$ cat src/rtl/blkdma_pkg.sv
package blkdma_pkg;

    localparam int REG_W = 32;
    localparam int HW_W  = 16;

    typedef enum logic [2:0] {
        SEL_LOAD   = 3'd0,
        SEL_DIAG   = 3'd1,
        SEL_PORT   = 3'd2,
        SEL_MODE   = 3'd3,
        SEL_BLOCKS = 3'd4,
        SEL_CUR    = 3'd5
    } reg_sel_e;

    // mode word control bits
    localparam int MB_FLUSH  = 31;
    localparam int MB_RUN    = 30;
    localparam int MB_RELOAD = 29;
    localparam int MB_TCIRQ  = 28;
    localparam int MB_TOMEM  = 27;
    localparam int MB_ERRCLR = 26;

    // mode word status bits
    localparam int SB_FULL  = 11;
    localparam int SB_EMPTY = 10;
    localparam int SB_ERR   = 9;
    localparam int SB_PEND  = 8;
    localparam int SB_DIAG_BUSY = 8;

endpackage

$ cat src/rtl/blkdma_fifo.sv
module blkdma_fifo #(
    parameter int DEPTH = 64,
    parameter int W     = 16,
    localparam int PW   = $clog2(DEPTH),
    localparam int FW   = $clog2(DEPTH + 1)
) (
    input  logic          clk,
    input  logic          rst_n,
    input  logic          clr,
    input  logic          push,
    input  logic [W-1:0]  din,
    input  logic          pop,
    output logic [W-1:0]  dout,
    output logic [FW-1:0] fill,
    output logic          full,
    output logic          empty
);

    typedef struct packed {
        logic [PW-1:0] wp;
        logic [PW-1:0] rp;
        logic [FW-1:0] fill;
    } fifo_st_t;

    fifo_st_t q, d;
    logic [W-1:0] store [DEPTH];
    logic do_push, do_pop;

    always_comb begin
        d       = q;
        do_push = push && (q.fill != FW'(DEPTH));
        do_pop  = pop && (q.fill != '0);
        if (clr) begin
            d = '0;
        end else begin
            if (do_push) d.wp = (q.wp == PW'(DEPTH - 1)) ? '0 : q.wp + 1'b1;
            if (do_pop)  d.rp = (q.rp == PW'(DEPTH - 1)) ? '0 : q.rp + 1'b1;
            if (do_push && !do_pop) d.fill = q.fill + 1'b1;
            if (do_pop && !do_push) d.fill = q.fill - 1'b1;
        end
    end

    always_ff @(posedge clk) begin
        if (!rst_n) q <= '0;
        else        q <= d;
    end

    always_ff @(posedge clk) begin
        if (do_push && !clr) store[q.wp] <= din;
    end

    assign dout  = store[q.rp];
    assign fill  = q.fill;
    assign full  = (q.fill == FW'(DEPTH));
    assign empty = (q.fill == '0);

    assert_fill_bound_R3: assert property (@(posedge clk) disable iff (!rst_n)
        fill <= FW'(DEPTH));
    assert_full_drop_R3: assert property (@(posedge clk) disable iff (!rst_n)
        (full && push && !pop && !clr) |=> (fill == FW'(DEPTH)));
    assert_flush_R4: assert property (@(posedge clk) disable iff (!rst_n)
        clr |=> empty);

endmodule

$ cat src/rtl/blkdma_engine.sv
module blkdma_engine
    import blkdma_pkg::*;
#(
    parameter int AW         = 32,
    parameter int CW         = 16,
    parameter int DEPTH      = 64,
    parameter int BLK_HW     = 32,
    parameter int BOUND_BITS = 19,
    localparam int FW        = $clog2(DEPTH + 1),
    localparam int BW        = $clog2(BLK_HW)
) (
    input  logic             clk,
    input  logic             rst_n,
    input  logic             wr_en,
    input  logic [2:0]       wr_sel,
    input  logic [REG_W-1:0] wr_data,
    input  logic [FW-1:0]    fill,
    input  logic             mem_beat,
    output logic [AW-1:0]    load_addr,
    output logic [AW-1:0]    cur_addr,
    output logic [CW-1:0]    blocks_left,
    output logic             run,
    output logic             reload,
    output logic             tcirq,
    output logic             tomem,
    output logic             err,
    output logic             pend,
    output logic             busy,
    output logic [BW-1:0]    beat,
    output logic             flush,
    output logic             mem_push,
    output logic             mem_pop
);

    localparam int BLK_BYTES = 2 * BLK_HW;
    localparam int SH        = $clog2(BLK_BYTES);

    typedef struct packed {
        logic [AW-1:0] load;
        logic [AW-1:0] cur;
        logic [CW-1:0] left;
        logic [CW-1:0] reload_cnt;
        logic          run;
        logic          reload;
        logic          tcirq;
        logic          tomem;
        logic          err;
        logic          pend;
        logic          busy;
        logic [BW-1:0] beat;
    } eng_st_t;

    eng_st_t q, d;
    logic          sel_mode, start, last_beat;
    logic [AW-1:0] next_addr;
    logic [CW-1:0] left_m1;
    logic          unused_bits;

    assign unused_bits = ^wr_data[SH-1:0];

    always_comb begin
        d         = q;
        sel_mode  = wr_en && (wr_sel == SEL_MODE);
        next_addr = q.cur + AW'(BLK_BYTES);
        left_m1   = q.left - 1'b1;

        if (wr_en && (wr_sel == SEL_LOAD)) begin
            d.load = {wr_data[AW-1:SH], {SH{1'b0}}};
        end
        if (wr_en && (wr_sel == SEL_BLOCKS)) begin
            d.left       = wr_data[CW-1:0];
            d.reload_cnt = wr_data[CW-1:0];
        end
        if (sel_mode) begin
            d.run    = wr_data[MB_RUN];
            d.reload = wr_data[MB_RELOAD];
            d.tcirq  = wr_data[MB_TCIRQ];
            d.tomem  = wr_data[MB_TOMEM];
            if (wr_data[MB_ERRCLR]) d.err = 1'b0;
            if (!wr_data[MB_RUN])   d.pend = 1'b0;
            if (wr_data[MB_RUN] && !q.run) d.cur = q.load;
        end

        start = !q.busy && q.run && !q.err && (q.left != '0) &&
                (q.tomem ? (fill >= FW'(BLK_HW)) : (fill <= FW'(DEPTH - BLK_HW)));
        last_beat = q.busy && mem_beat && (q.beat == BW'(BLK_HW - 1));

        if (start) begin
            d.busy = 1'b1;
            d.beat = '0;
        end
        if (q.busy && mem_beat) d.beat = q.beat + 1'b1;

        if (last_beat) begin
            d.busy = 1'b0;
            d.beat = '0;
            if (left_m1 == '0) begin
                if (q.tcirq) d.pend = 1'b1;
                if (q.reload) begin
                    d.cur  = q.load;
                    d.left = q.reload_cnt;
                end else begin
                    d.cur  = next_addr;
                    d.left = '0;
                    d.run  = 1'b0;
                end
            end else begin
                d.cur  = next_addr;
                d.left = left_m1;
                if (next_addr[BOUND_BITS-1:0] == '0) begin
                    d.err = 1'b1;
                    d.run = 1'b0;
                end
            end
        end
    end

    always_ff @(posedge clk) begin
        if (!rst_n) q <= '0;
        else        q <= d;
    end

    assign load_addr   = q.load;
    assign cur_addr    = q.cur;
    assign blocks_left = q.left;
    assign run         = q.run;
    assign reload      = q.reload;
    assign tcirq       = q.tcirq;
    assign tomem       = q.tomem;
    assign err         = q.err;
    assign pend        = q.pend;
    assign busy        = q.busy;
    assign beat        = q.beat;
    assign flush       = sel_mode && wr_data[MB_FLUSH];
    assign mem_push    = q.busy && mem_beat && !q.tomem;
    assign mem_pop     = q.busy && mem_beat && q.tomem;

    assert_aligned_R2: assert property (@(posedge clk) disable iff (!rst_n)
        (cur_addr[SH-1:0] == '0) && (load_addr[SH-1:0] == '0));
    assert_tomem_start_R5: assert property (@(posedge clk) disable iff (!rst_n)
        ($rose(busy) && $past(tomem)) |-> ($past(fill) >= FW'(BLK_HW)));
    assert_frommem_start_R6: assert property (@(posedge clk) disable iff (!rst_n)
        ($rose(busy) && !$past(tomem)) |-> ($past(fill) <= FW'(DEPTH - BLK_HW)));
    assert_burst_end_R7: assert property (@(posedge clk) disable iff (!rst_n)
        $fell(busy) |-> $past(mem_beat));
    assert_pend_src_R9: assert property (@(posedge clk) disable iff (!rst_n)
        $rose(pend) |-> $past(tcirq));
    assert_err_halts_R11: assert property (@(posedge clk) disable iff (!rst_n)
        $rose(err) |-> !run);
    assert_err_blocks_R11: assert property (@(posedge clk) disable iff (!rst_n)
        err |=> !$rose(busy));

endmodule

$ cat src/rtl/blkdma_channel.sv
module blkdma_channel
    import blkdma_pkg::*;
#(
    parameter int AW         = 32,
    parameter int CW         = 16,
    parameter int DEPTH      = 64,
    parameter int BLK_HW     = 32,
    parameter int BOUND_BITS = 19
) (
    input  logic             clk,
    input  logic             rst_n,
    input  logic [2:0]       reg_sel,
    input  logic             reg_wr,
    input  logic             reg_rd,
    input  logic [REG_W-1:0] reg_wdata,
    output logic [REG_W-1:0] reg_rdata,
    output logic             irq,
    output logic             mem_req,
    output logic             mem_we,
    output logic [AW-1:0]    mem_addr,
    input  logic             mem_beat,
    output logic [HW_W-1:0]  mem_wdata,
    input  logic [HW_W-1:0]  mem_rdata
);

    localparam int FW = $clog2(DEPTH + 1);
    localparam int BW = $clog2(BLK_HW);

    logic [AW-1:0]   load_addr, cur_addr;
    logic [CW-1:0]   blocks_left;
    logic            run, reload, tcirq, tomem, err, pend, busy;
    logic [BW-1:0]   beat;
    logic            flush, mem_push, mem_pop;
    logic [FW-1:0]   fill;
    logic            full, empty;
    logic [HW_W-1:0] fifo_dout, fifo_din;
    logic            fifo_push, fifo_pop, port_sel;

    assign port_sel  = (reg_sel == SEL_PORT);
    assign fifo_push = mem_push || (reg_wr && port_sel);
    assign fifo_din  = mem_push ? mem_rdata : reg_wdata[HW_W-1:0];
    assign fifo_pop  = mem_pop || (reg_rd && port_sel);

    blkdma_fifo #(.DEPTH(DEPTH), .W(HW_W)) u_fifo (
        .clk   (clk),
        .rst_n (rst_n),
        .clr   (flush),
        .push  (fifo_push),
        .din   (fifo_din),
        .pop   (fifo_pop),
        .dout  (fifo_dout),
        .fill  (fill),
        .full  (full),
        .empty (empty)
    );

    blkdma_engine #(
        .AW(AW), .CW(CW), .DEPTH(DEPTH), .BLK_HW(BLK_HW), .BOUND_BITS(BOUND_BITS)
    ) u_engine (
        .clk         (clk),
        .rst_n       (rst_n),
        .wr_en       (reg_wr),
        .wr_sel      (reg_sel),
        .wr_data     (reg_wdata),
        .fill        (fill),
        .mem_beat    (mem_beat),
        .load_addr   (load_addr),
        .cur_addr    (cur_addr),
        .blocks_left (blocks_left),
        .run         (run),
        .reload      (reload),
        .tcirq       (tcirq),
        .tomem       (tomem),
        .err         (err),
        .pend        (pend),
        .busy        (busy),
        .beat        (beat),
        .flush       (flush),
        .mem_push    (mem_push),
        .mem_pop     (mem_pop)
    );

    always_comb begin
        reg_rdata = '0;
        case (reg_sel)
            SEL_LOAD:   reg_rdata[AW-1:0] = load_addr;
            SEL_DIAG: begin
                reg_rdata[BW-1:0]         = beat;
                reg_rdata[SB_DIAG_BUSY]   = busy;
            end
            SEL_PORT:   reg_rdata[HW_W-1:0] = fifo_dout;
            SEL_MODE: begin
                reg_rdata[MB_RUN]    = run;
                reg_rdata[MB_RELOAD] = reload;
                reg_rdata[MB_TCIRQ]  = tcirq;
                reg_rdata[MB_TOMEM]  = tomem;
                reg_rdata[SB_FULL]   = full;
                reg_rdata[SB_EMPTY]  = empty;
                reg_rdata[SB_ERR]    = err;
                reg_rdata[SB_PEND]   = pend;
                reg_rdata[7:0]       = 8'(fill);
            end
            SEL_BLOCKS: reg_rdata[CW-1:0] = blocks_left;
            SEL_CUR:    reg_rdata[AW-1:0] = cur_addr;
            default:    reg_rdata = '0;
        endcase
    end

    assign irq       = pend;
    assign mem_req   = busy;
    assign mem_we    = tomem;
    assign mem_addr  = cur_addr;
    assign mem_wdata = fifo_dout;

    assert_irq_follows_R9: assert property (@(posedge clk) disable iff (!rst_n)
        $rose(irq) |-> $past(mem_req));

endmodule

$ cat config.mk
export PLATFORM = sky130hd
export DESIGN_NAME = blkdma_channel
export DESIGN_NICKNAME = d
export VERILOG_FILES = /design/src/rtl/blkdma_pkg.sv /design/src/rtl/blkdma_fifo.sv /design/src/rtl/blkdma_engine.sv /design/src/rtl/blkdma_channel.sv
export SDC_FILE = /design/constraint.sdc
export NUM_CORES = 1
export LEC_CHECK = 0
export ABC_CLOCK_PERIOD_IN_PS = 4300
export BUFFER_PORTS_ARGS = -buffer_cell sky130_fd_sc_hd__buf_4
export CORE_MARGIN = 1.5
export CORE_UTILIZATION = 56
export DETAILED_ROUTE_END_ITERATION = 8
export PLACE_DENSITY = 0.76
export SYNTH_ARGS = -nofsm -noshare
export SYNTH_HDL_FRONTEND = slang
export SYNTH_SLANG_ARGS = --single-unit
$ cat constraint.sdc
create_clock -name clk -period 4.3 [get_ports clk]
set_input_delay 1.29 -clock clk [delete_from_list [all_inputs] [get_ports clk]]
set_output_delay 1.29 -clock clk [all_outputs]
set_load 0.05 [all_outputs]
# Yosys cells after proc, flatten, opt, wreduce, memory -nomap -nowiden
# Memories as Yosys holds them, arrays and structs flattened. A register that Yosys moved wholly into a read port is not among the register bits.
# Cells that the tools add are included.
[classes]
addsub = 7
n_bitwise = 1
n_lt_le_gt_ge = 2
eq_ne = 10
muxes = 38
reduce_logical = 43
[op_table]
columns = ["op", "count"]
rows = [
  ["48-bit two-way mux", 3],
  ["32-bit two-way mux", 3],
  ["6-bit two-way mux", 6],
  ["32-bit by 7-bit adder with 32-bit output (second input constant)", 1],
  ["3-bit case mux with 5 select lines", 2],
  ["5-bit case mux with 5 select lines", 1],
  ["11-bit case mux with 2 select lines", 1],
  ["1-bit logical AND", 20],
  ["19-bit zero test", 1],
  ["16-bit zero test", 1],
  ["16-bit two-way mux", 1],
  ["4-bit case mux with 4 select lines", 1],
  ["16-bit nonzero test", 1],
  ["16-bit by 1-bit subtractor with 16-bit output (second input constant)", 1],
  ["7-bit two-way mux", 2],
  ["1-bit two-way mux", 13],
  ["6-bit by 1-bit adder with 6-bit output (second input constant)", 2],
  ["6-bit equality test (second input constant)", 2],
  ["4-bit case mux with 3 select lines", 1],
  ["2-bit nonzero test", 5],
  ["8-bit two-way mux", 1],
  ["7-bit by 1-bit adder with 7-bit output (second input constant)", 1],
  ["7-bit equality test (second input constant)", 1],
  ["7-bit by 6-bit >= comparator with 1-bit output (second input constant)", 1],
  ["other kinds (19)", 29],
]
[word_totals]
regBits = 121
ram_bits = 1024
out_inout_bits = 83
memories = 1
word_cells = 117
inputBits = 56
[mem_list]
columns = ["name", "depth", "width", "rd", "rd_clocked_by_memory_dff", "wr", "line", "text"]
rows = [
  ["u_fifo.store", 64, 16, 1, 1, 1, "blkdma_fifo.sv:26", "logic [W-1:0] store [DEPTH];"],
]

# Logic depth before layout (Yosys ltp)
[logic_depth]
ltp_word = 8
ltp_mapped = 17
mapped_depth_nobuf = 15

# Modules after synthesis
# Synthesis repeated with hierarchy kept, for this count alone.
[hier_totals]
cells_unflattened = 2739
hier_area_um2 = 47585.6
[by_module_without_submodules]
columns = ["module", "area_per_inst_um2", "seq_area_each_um2", "cells_per_inst", "instances"]
rows = [
  ["blkdma_fifo", 40679.0, 31250.0, 1866, 1],
  ["blkdma_engine", 5726.7, 1921.8, 724, 1],
  ["blkdma_channel", 1179.9, 0.0, 149, 1],
]

# Worst setup path before layout
# No wires, ideal clock.
[synth_path]
path_type = "reg-to-output"
from = "register (tool-made name)"
to = "output reg_rdata[7]"
setup_slack_ns = -0.277
arrival_time_ns = 3.287
required_time_ns = 3.010
path_buffers = 2
path_stages_with_launch = 9
cell_sequence = "dfxtp_1 > clkbuf_1 > clkbuf_1 > mux4_2 > mux4_2 > a22oi_1 > nand2_1 > nand3_1 > o21ai_0"
[synth_rtl]
columns = ["item", "line", "text"]
rows = [
  ["to (decl)", "blkdma_channel.sv:16", "output logic [REG_W-1:0] reg_rdata,"],
]

==> flow_summary_export.csv <==
group,metric,value,unit
global_route,grt_overflow_total,0,
sta,worstMarginPinSlew,1.16,ns
cells_and_area,drive_above_1_share,32.2,%
sta,slew_viol_final,0,
setup_path,crit_fanout,7,
sta,fin_skew,0.0287,ns
power,leakage,0.0176,µW
setup_path,cp-end-kind,"output port",
floorplanning,io_pins,139,
global_route,antenna_found_initial,0,
global_route,grt_use_total,29.1,%
logic_synthesis,synthArstFlopShare,0,%
setup_path,required,3.01,ns
clock_network,h-tree-depth,3,
outcome,violations,"negative setup slack",
logic_synthesis,yosysSeqAreaShare,71.5,%
drt,via_per_inst,6.58,
setup_path,start_kind,"flip-flop",
clock_network,clk_path_buf_depth,3,
setup_path,crit_type,"reg -> out",
global_route,grt_pass1_wl,180000,µm
power,peakVddDrop,550,µV
sta,fmax,0.204,GHz
power,p_per_area,406,nW/µm²
cells_and_area,num-nets-final,3006,
floorplanning,chipHeight,291,µm
logic_synthesis,synthCells,2596,
cells_and_area,antenna_cells,0,
sta,setup_viol,31,
drt,first_iter_violations,3236,
sta,final.period_utilization,114,%
place,gp_congestion,0.927,
logic_synthesis,yosysTopAreaCellShare,66.3,%
logic_synthesis,avgSynthCellArea,17.9,µm²
sta,rsz0062_at_grt,"true",
drt,wl,122000,µm
setup_path,max_stage_delay,0.55,ns
place,dpl.hpwl,73200,µm
floorplanning,die_w,291,µm
clock_network,clk_latency,0.71,ns
clock_network,cts-buffers-inserted,110,
logic_synthesis,syn_area,46400,µm²
place,place_ws,-0.412,ns
setup_path,crit_path_top_delay_cell,"mux4_2",
clock_network,clock-root-buffer,"clkbuf_16",
drt,drc_errors,0,
clock_network,cts_tree,"yes",
place,port_buffers,132,
sta,relSlewSlack,22.5,%
logic_synthesis,ys_ff_latch,1145,
logic_synthesis,yosysTopAreaCell,"edfxtp_1",
floorplanning,die_area,84600,µm²
place,dp_cells,3846,
global_route,grt_pass1_vias,27000,
floorplanning,rows,105,
run,cap_violations,0,
setup_path,crit_arrival,3.61,ns
floorplanning,core,82000,µm²
hold_path,hp-class,"reg -> reg",
logic_synthesis,synth-main-ff-cell,"edfxtp_1",
global_route,grt_max_degree,65,
drt,dr_total_vias,27000,
sta,setup_ws,-0.604,ns
logic_synthesis,synth_edf_count,1024,
logic_synthesis,ys_top_cells_by_area,"edfxtp_1 66%, mux4_2 14%, dfxtp_1 5.2%",
drt,avgRoutedWirePerCell,29.9,µm
outcome,status,"complete, but fails checks",
sta,layout_min_cycle_time,4.90,ns
clock_network,clkTransAtPathRegs,0.07,ns
sta,hold_viol_final,0,
setup_path,path_cells,"buf_12 > buf_16 > buf_8 > mux4_2 > mux4_2 > a22oi_2 > buf_4 > nand2_4 > nand2_4 > o211ai_1 > buf_4",
cells_and_area,area_delta_synth_final,18.0,%
logic_synthesis,yosysWarnings,0,
drt,final_antenna_net_count,0,
logic_synthesis,synth_cell_types,72,
floorplanning,initial_core_util,56.6,%
clock_network,clock-sinks,1145,
cells_and_area,stdcell_count,4097,
drt,drtPass1Iterations,5,
-- worst max-delay path: cells and delay by family (launching register included) --
family / cells / cell delay [ns]
flops: 1 / 0.43
buf+inv: 5 / 0.81
mux: 2 / 1.04
simple gates: 2 / 0.14
compound gates: 2 / 0.49
-- registers in the layout, indices dropped and copies added, names as in the netlist, named ones only --
signal                cells
u_engine.run              1
u_engine.busy             1
u_fifo.store           1024
u_engine.tcirq            1
u_engine.beat             5
u_engine.pend             1
u_fifo.q                 12
u_engine.tomem            1
u_engine.load_addr       26
u_fifo.fill               7
u_engine.cur_addr        26
u_engine.err              1
u_engine.q               16
u_engine.blocks_left     16
u_engine.reload           1
-- cell type report --
class                      instances  area [µm²]
timing repair buffer             414        4040
multi-input combinational       1247       12600
clock buffer                     135        2880
inverter                          17        63.8
clock inverter                    69         623
sequential                      1145       33200
fill                            5168       27300
tap                             1070        1340
-- timing repair --
item                                    4_1_cts  5_1_grt
hold buffers                                  0        0
resized for setup                           158       32
endpoints found under the setup margin       32       32
cloned                                        8        0
buffers inserted                             23       18
pin swaps                                    25       17
-- cells by family after synthesis --
| logic type | Yosys count | synth area share [%] |
|---|---|---|
| flops | 1145 | 71.5 |
| simple gates | 496 | 5.01 |
| compound gates | 344 | 4.84 |
| mux | 341 | 15.2 |
| buf+inv | 209 | 2.15 |
| xor+xnor | 45 | 0.850 |
| fa+ha+maj | 15 | 0.421 |
| other cells | 1 | 0.00808 |
-- through the flow --
stage | util [%] | instance area, µm² | setup TNS [ns] | hold WS [ns] | power (µW)
finish | 66.7 | 54700 | -14.21 | 0.453 | 22200
global route | 66.7 | 54700 | -15.60 | 0.480 | 22800
CTS | 66.4 | 54500 | -14.35 | 0.454 | 22300
detailed placement | 60.9 | 49900 | -1.59 | 0.445 | 13100
global placement | 60.9 | 49900 | -1.51 | 0.444 | 13000
floorplan | - | 46500 | -0.123 | 0.432 | 12800
-- per-layer routing --
layer	wire length, µm	track usage [%]	vias to the layer above
li1	-	-	11100
met3	11400	4.68	279
met5	0	0	-
met4	4840	11.2	0
met2	62000	49.2	1735
met1	44200	38.3	13900
-- Yosys cell counts, drive strengths merged, types with 8 or more instances --
| library cell | number |
|---|---|
| edfxtp | 1024 |
| mux4 | 289 |
| nand2 | 191 |
| nor2 | 140 |
| dfxtp | 121 |
| a21oi | 118 |
| clkbuf | 107 |
| buf | 85 |
| a22oi | 83 |
| o21ai | 47 |
| nand3 | 46 |
| mux2i | 35 |
| a211oi | 28 |
| xor2 | 27 |
| and3 | 22 |
| xnor2 | 18 |
| inv | 17 |
| mux2 | 17 |
| ha | 14 |
| o21a | 14 |
| nor2b | 13 |
| nor4 | 13 |
| o211ai | 13 |
| nor3 | 12 |
| and2 | 10 |
| nand4 | 10 |
| a22o | 9 |
| nand3b | 9 |
| or4 | 8 |
-- layout by cell type (no fill, tap or decap), types with 20 or more instances in the layout --
master	synthesis	final
a211oi_1	28	28
a21oi_1	118	107
a22oi_1	83	55
a22oi_2	0	28
and3_1	20	20
buf_12	0	31
buf_4	36	304
buf_6	6	47
buf_8	0	22
clkbuf_1	106	22
clkbuf_16	0	110
clkinv_1	0	26
clkinv_2	0	22
dfxtp_1	121	117
edfxtp_1	1024	1024
mux2i_1	35	35
mux4_2	289	289
nand2_1	191	172
nand3_1	45	45
nor2_1	140	139
o21ai_0	44	43
xor2_1	27	27
-- power breakdown --
| part | switching [µW] | internal (µW) |
|---|---|---|
| registers | 25.4 | 12100 |
| logic | 476 | 216 |
| clock network | 4170 | 5200 |
| total | 4670 | 17600 |
-- worst paths after layout --
check / from / to / slack (ns) / cells past startpoint
setup / recovery: flip-flop / reg_rdata[14] / -0.60 / 11
hold / removal: u_engine.q[13]$_SDFFE_PN0P_ / u_engine.q[13]$_SDFFE_PN0P_ / 0.45 / 2
setup reg to reg: u_fifo.fill[1]$_SDFFE_PP0P_ / u_fifo.fill[6]$_SDFFE_PP0P_ / 0.41 / 14
hold reg to reg: u_engine.q[13]$_SDFFE_PN0P_ / u_engine.q[13]$_SDFFE_PN0P_ / 0.45 / 2
Note: power is estimated with default switching activity, not from simulation.
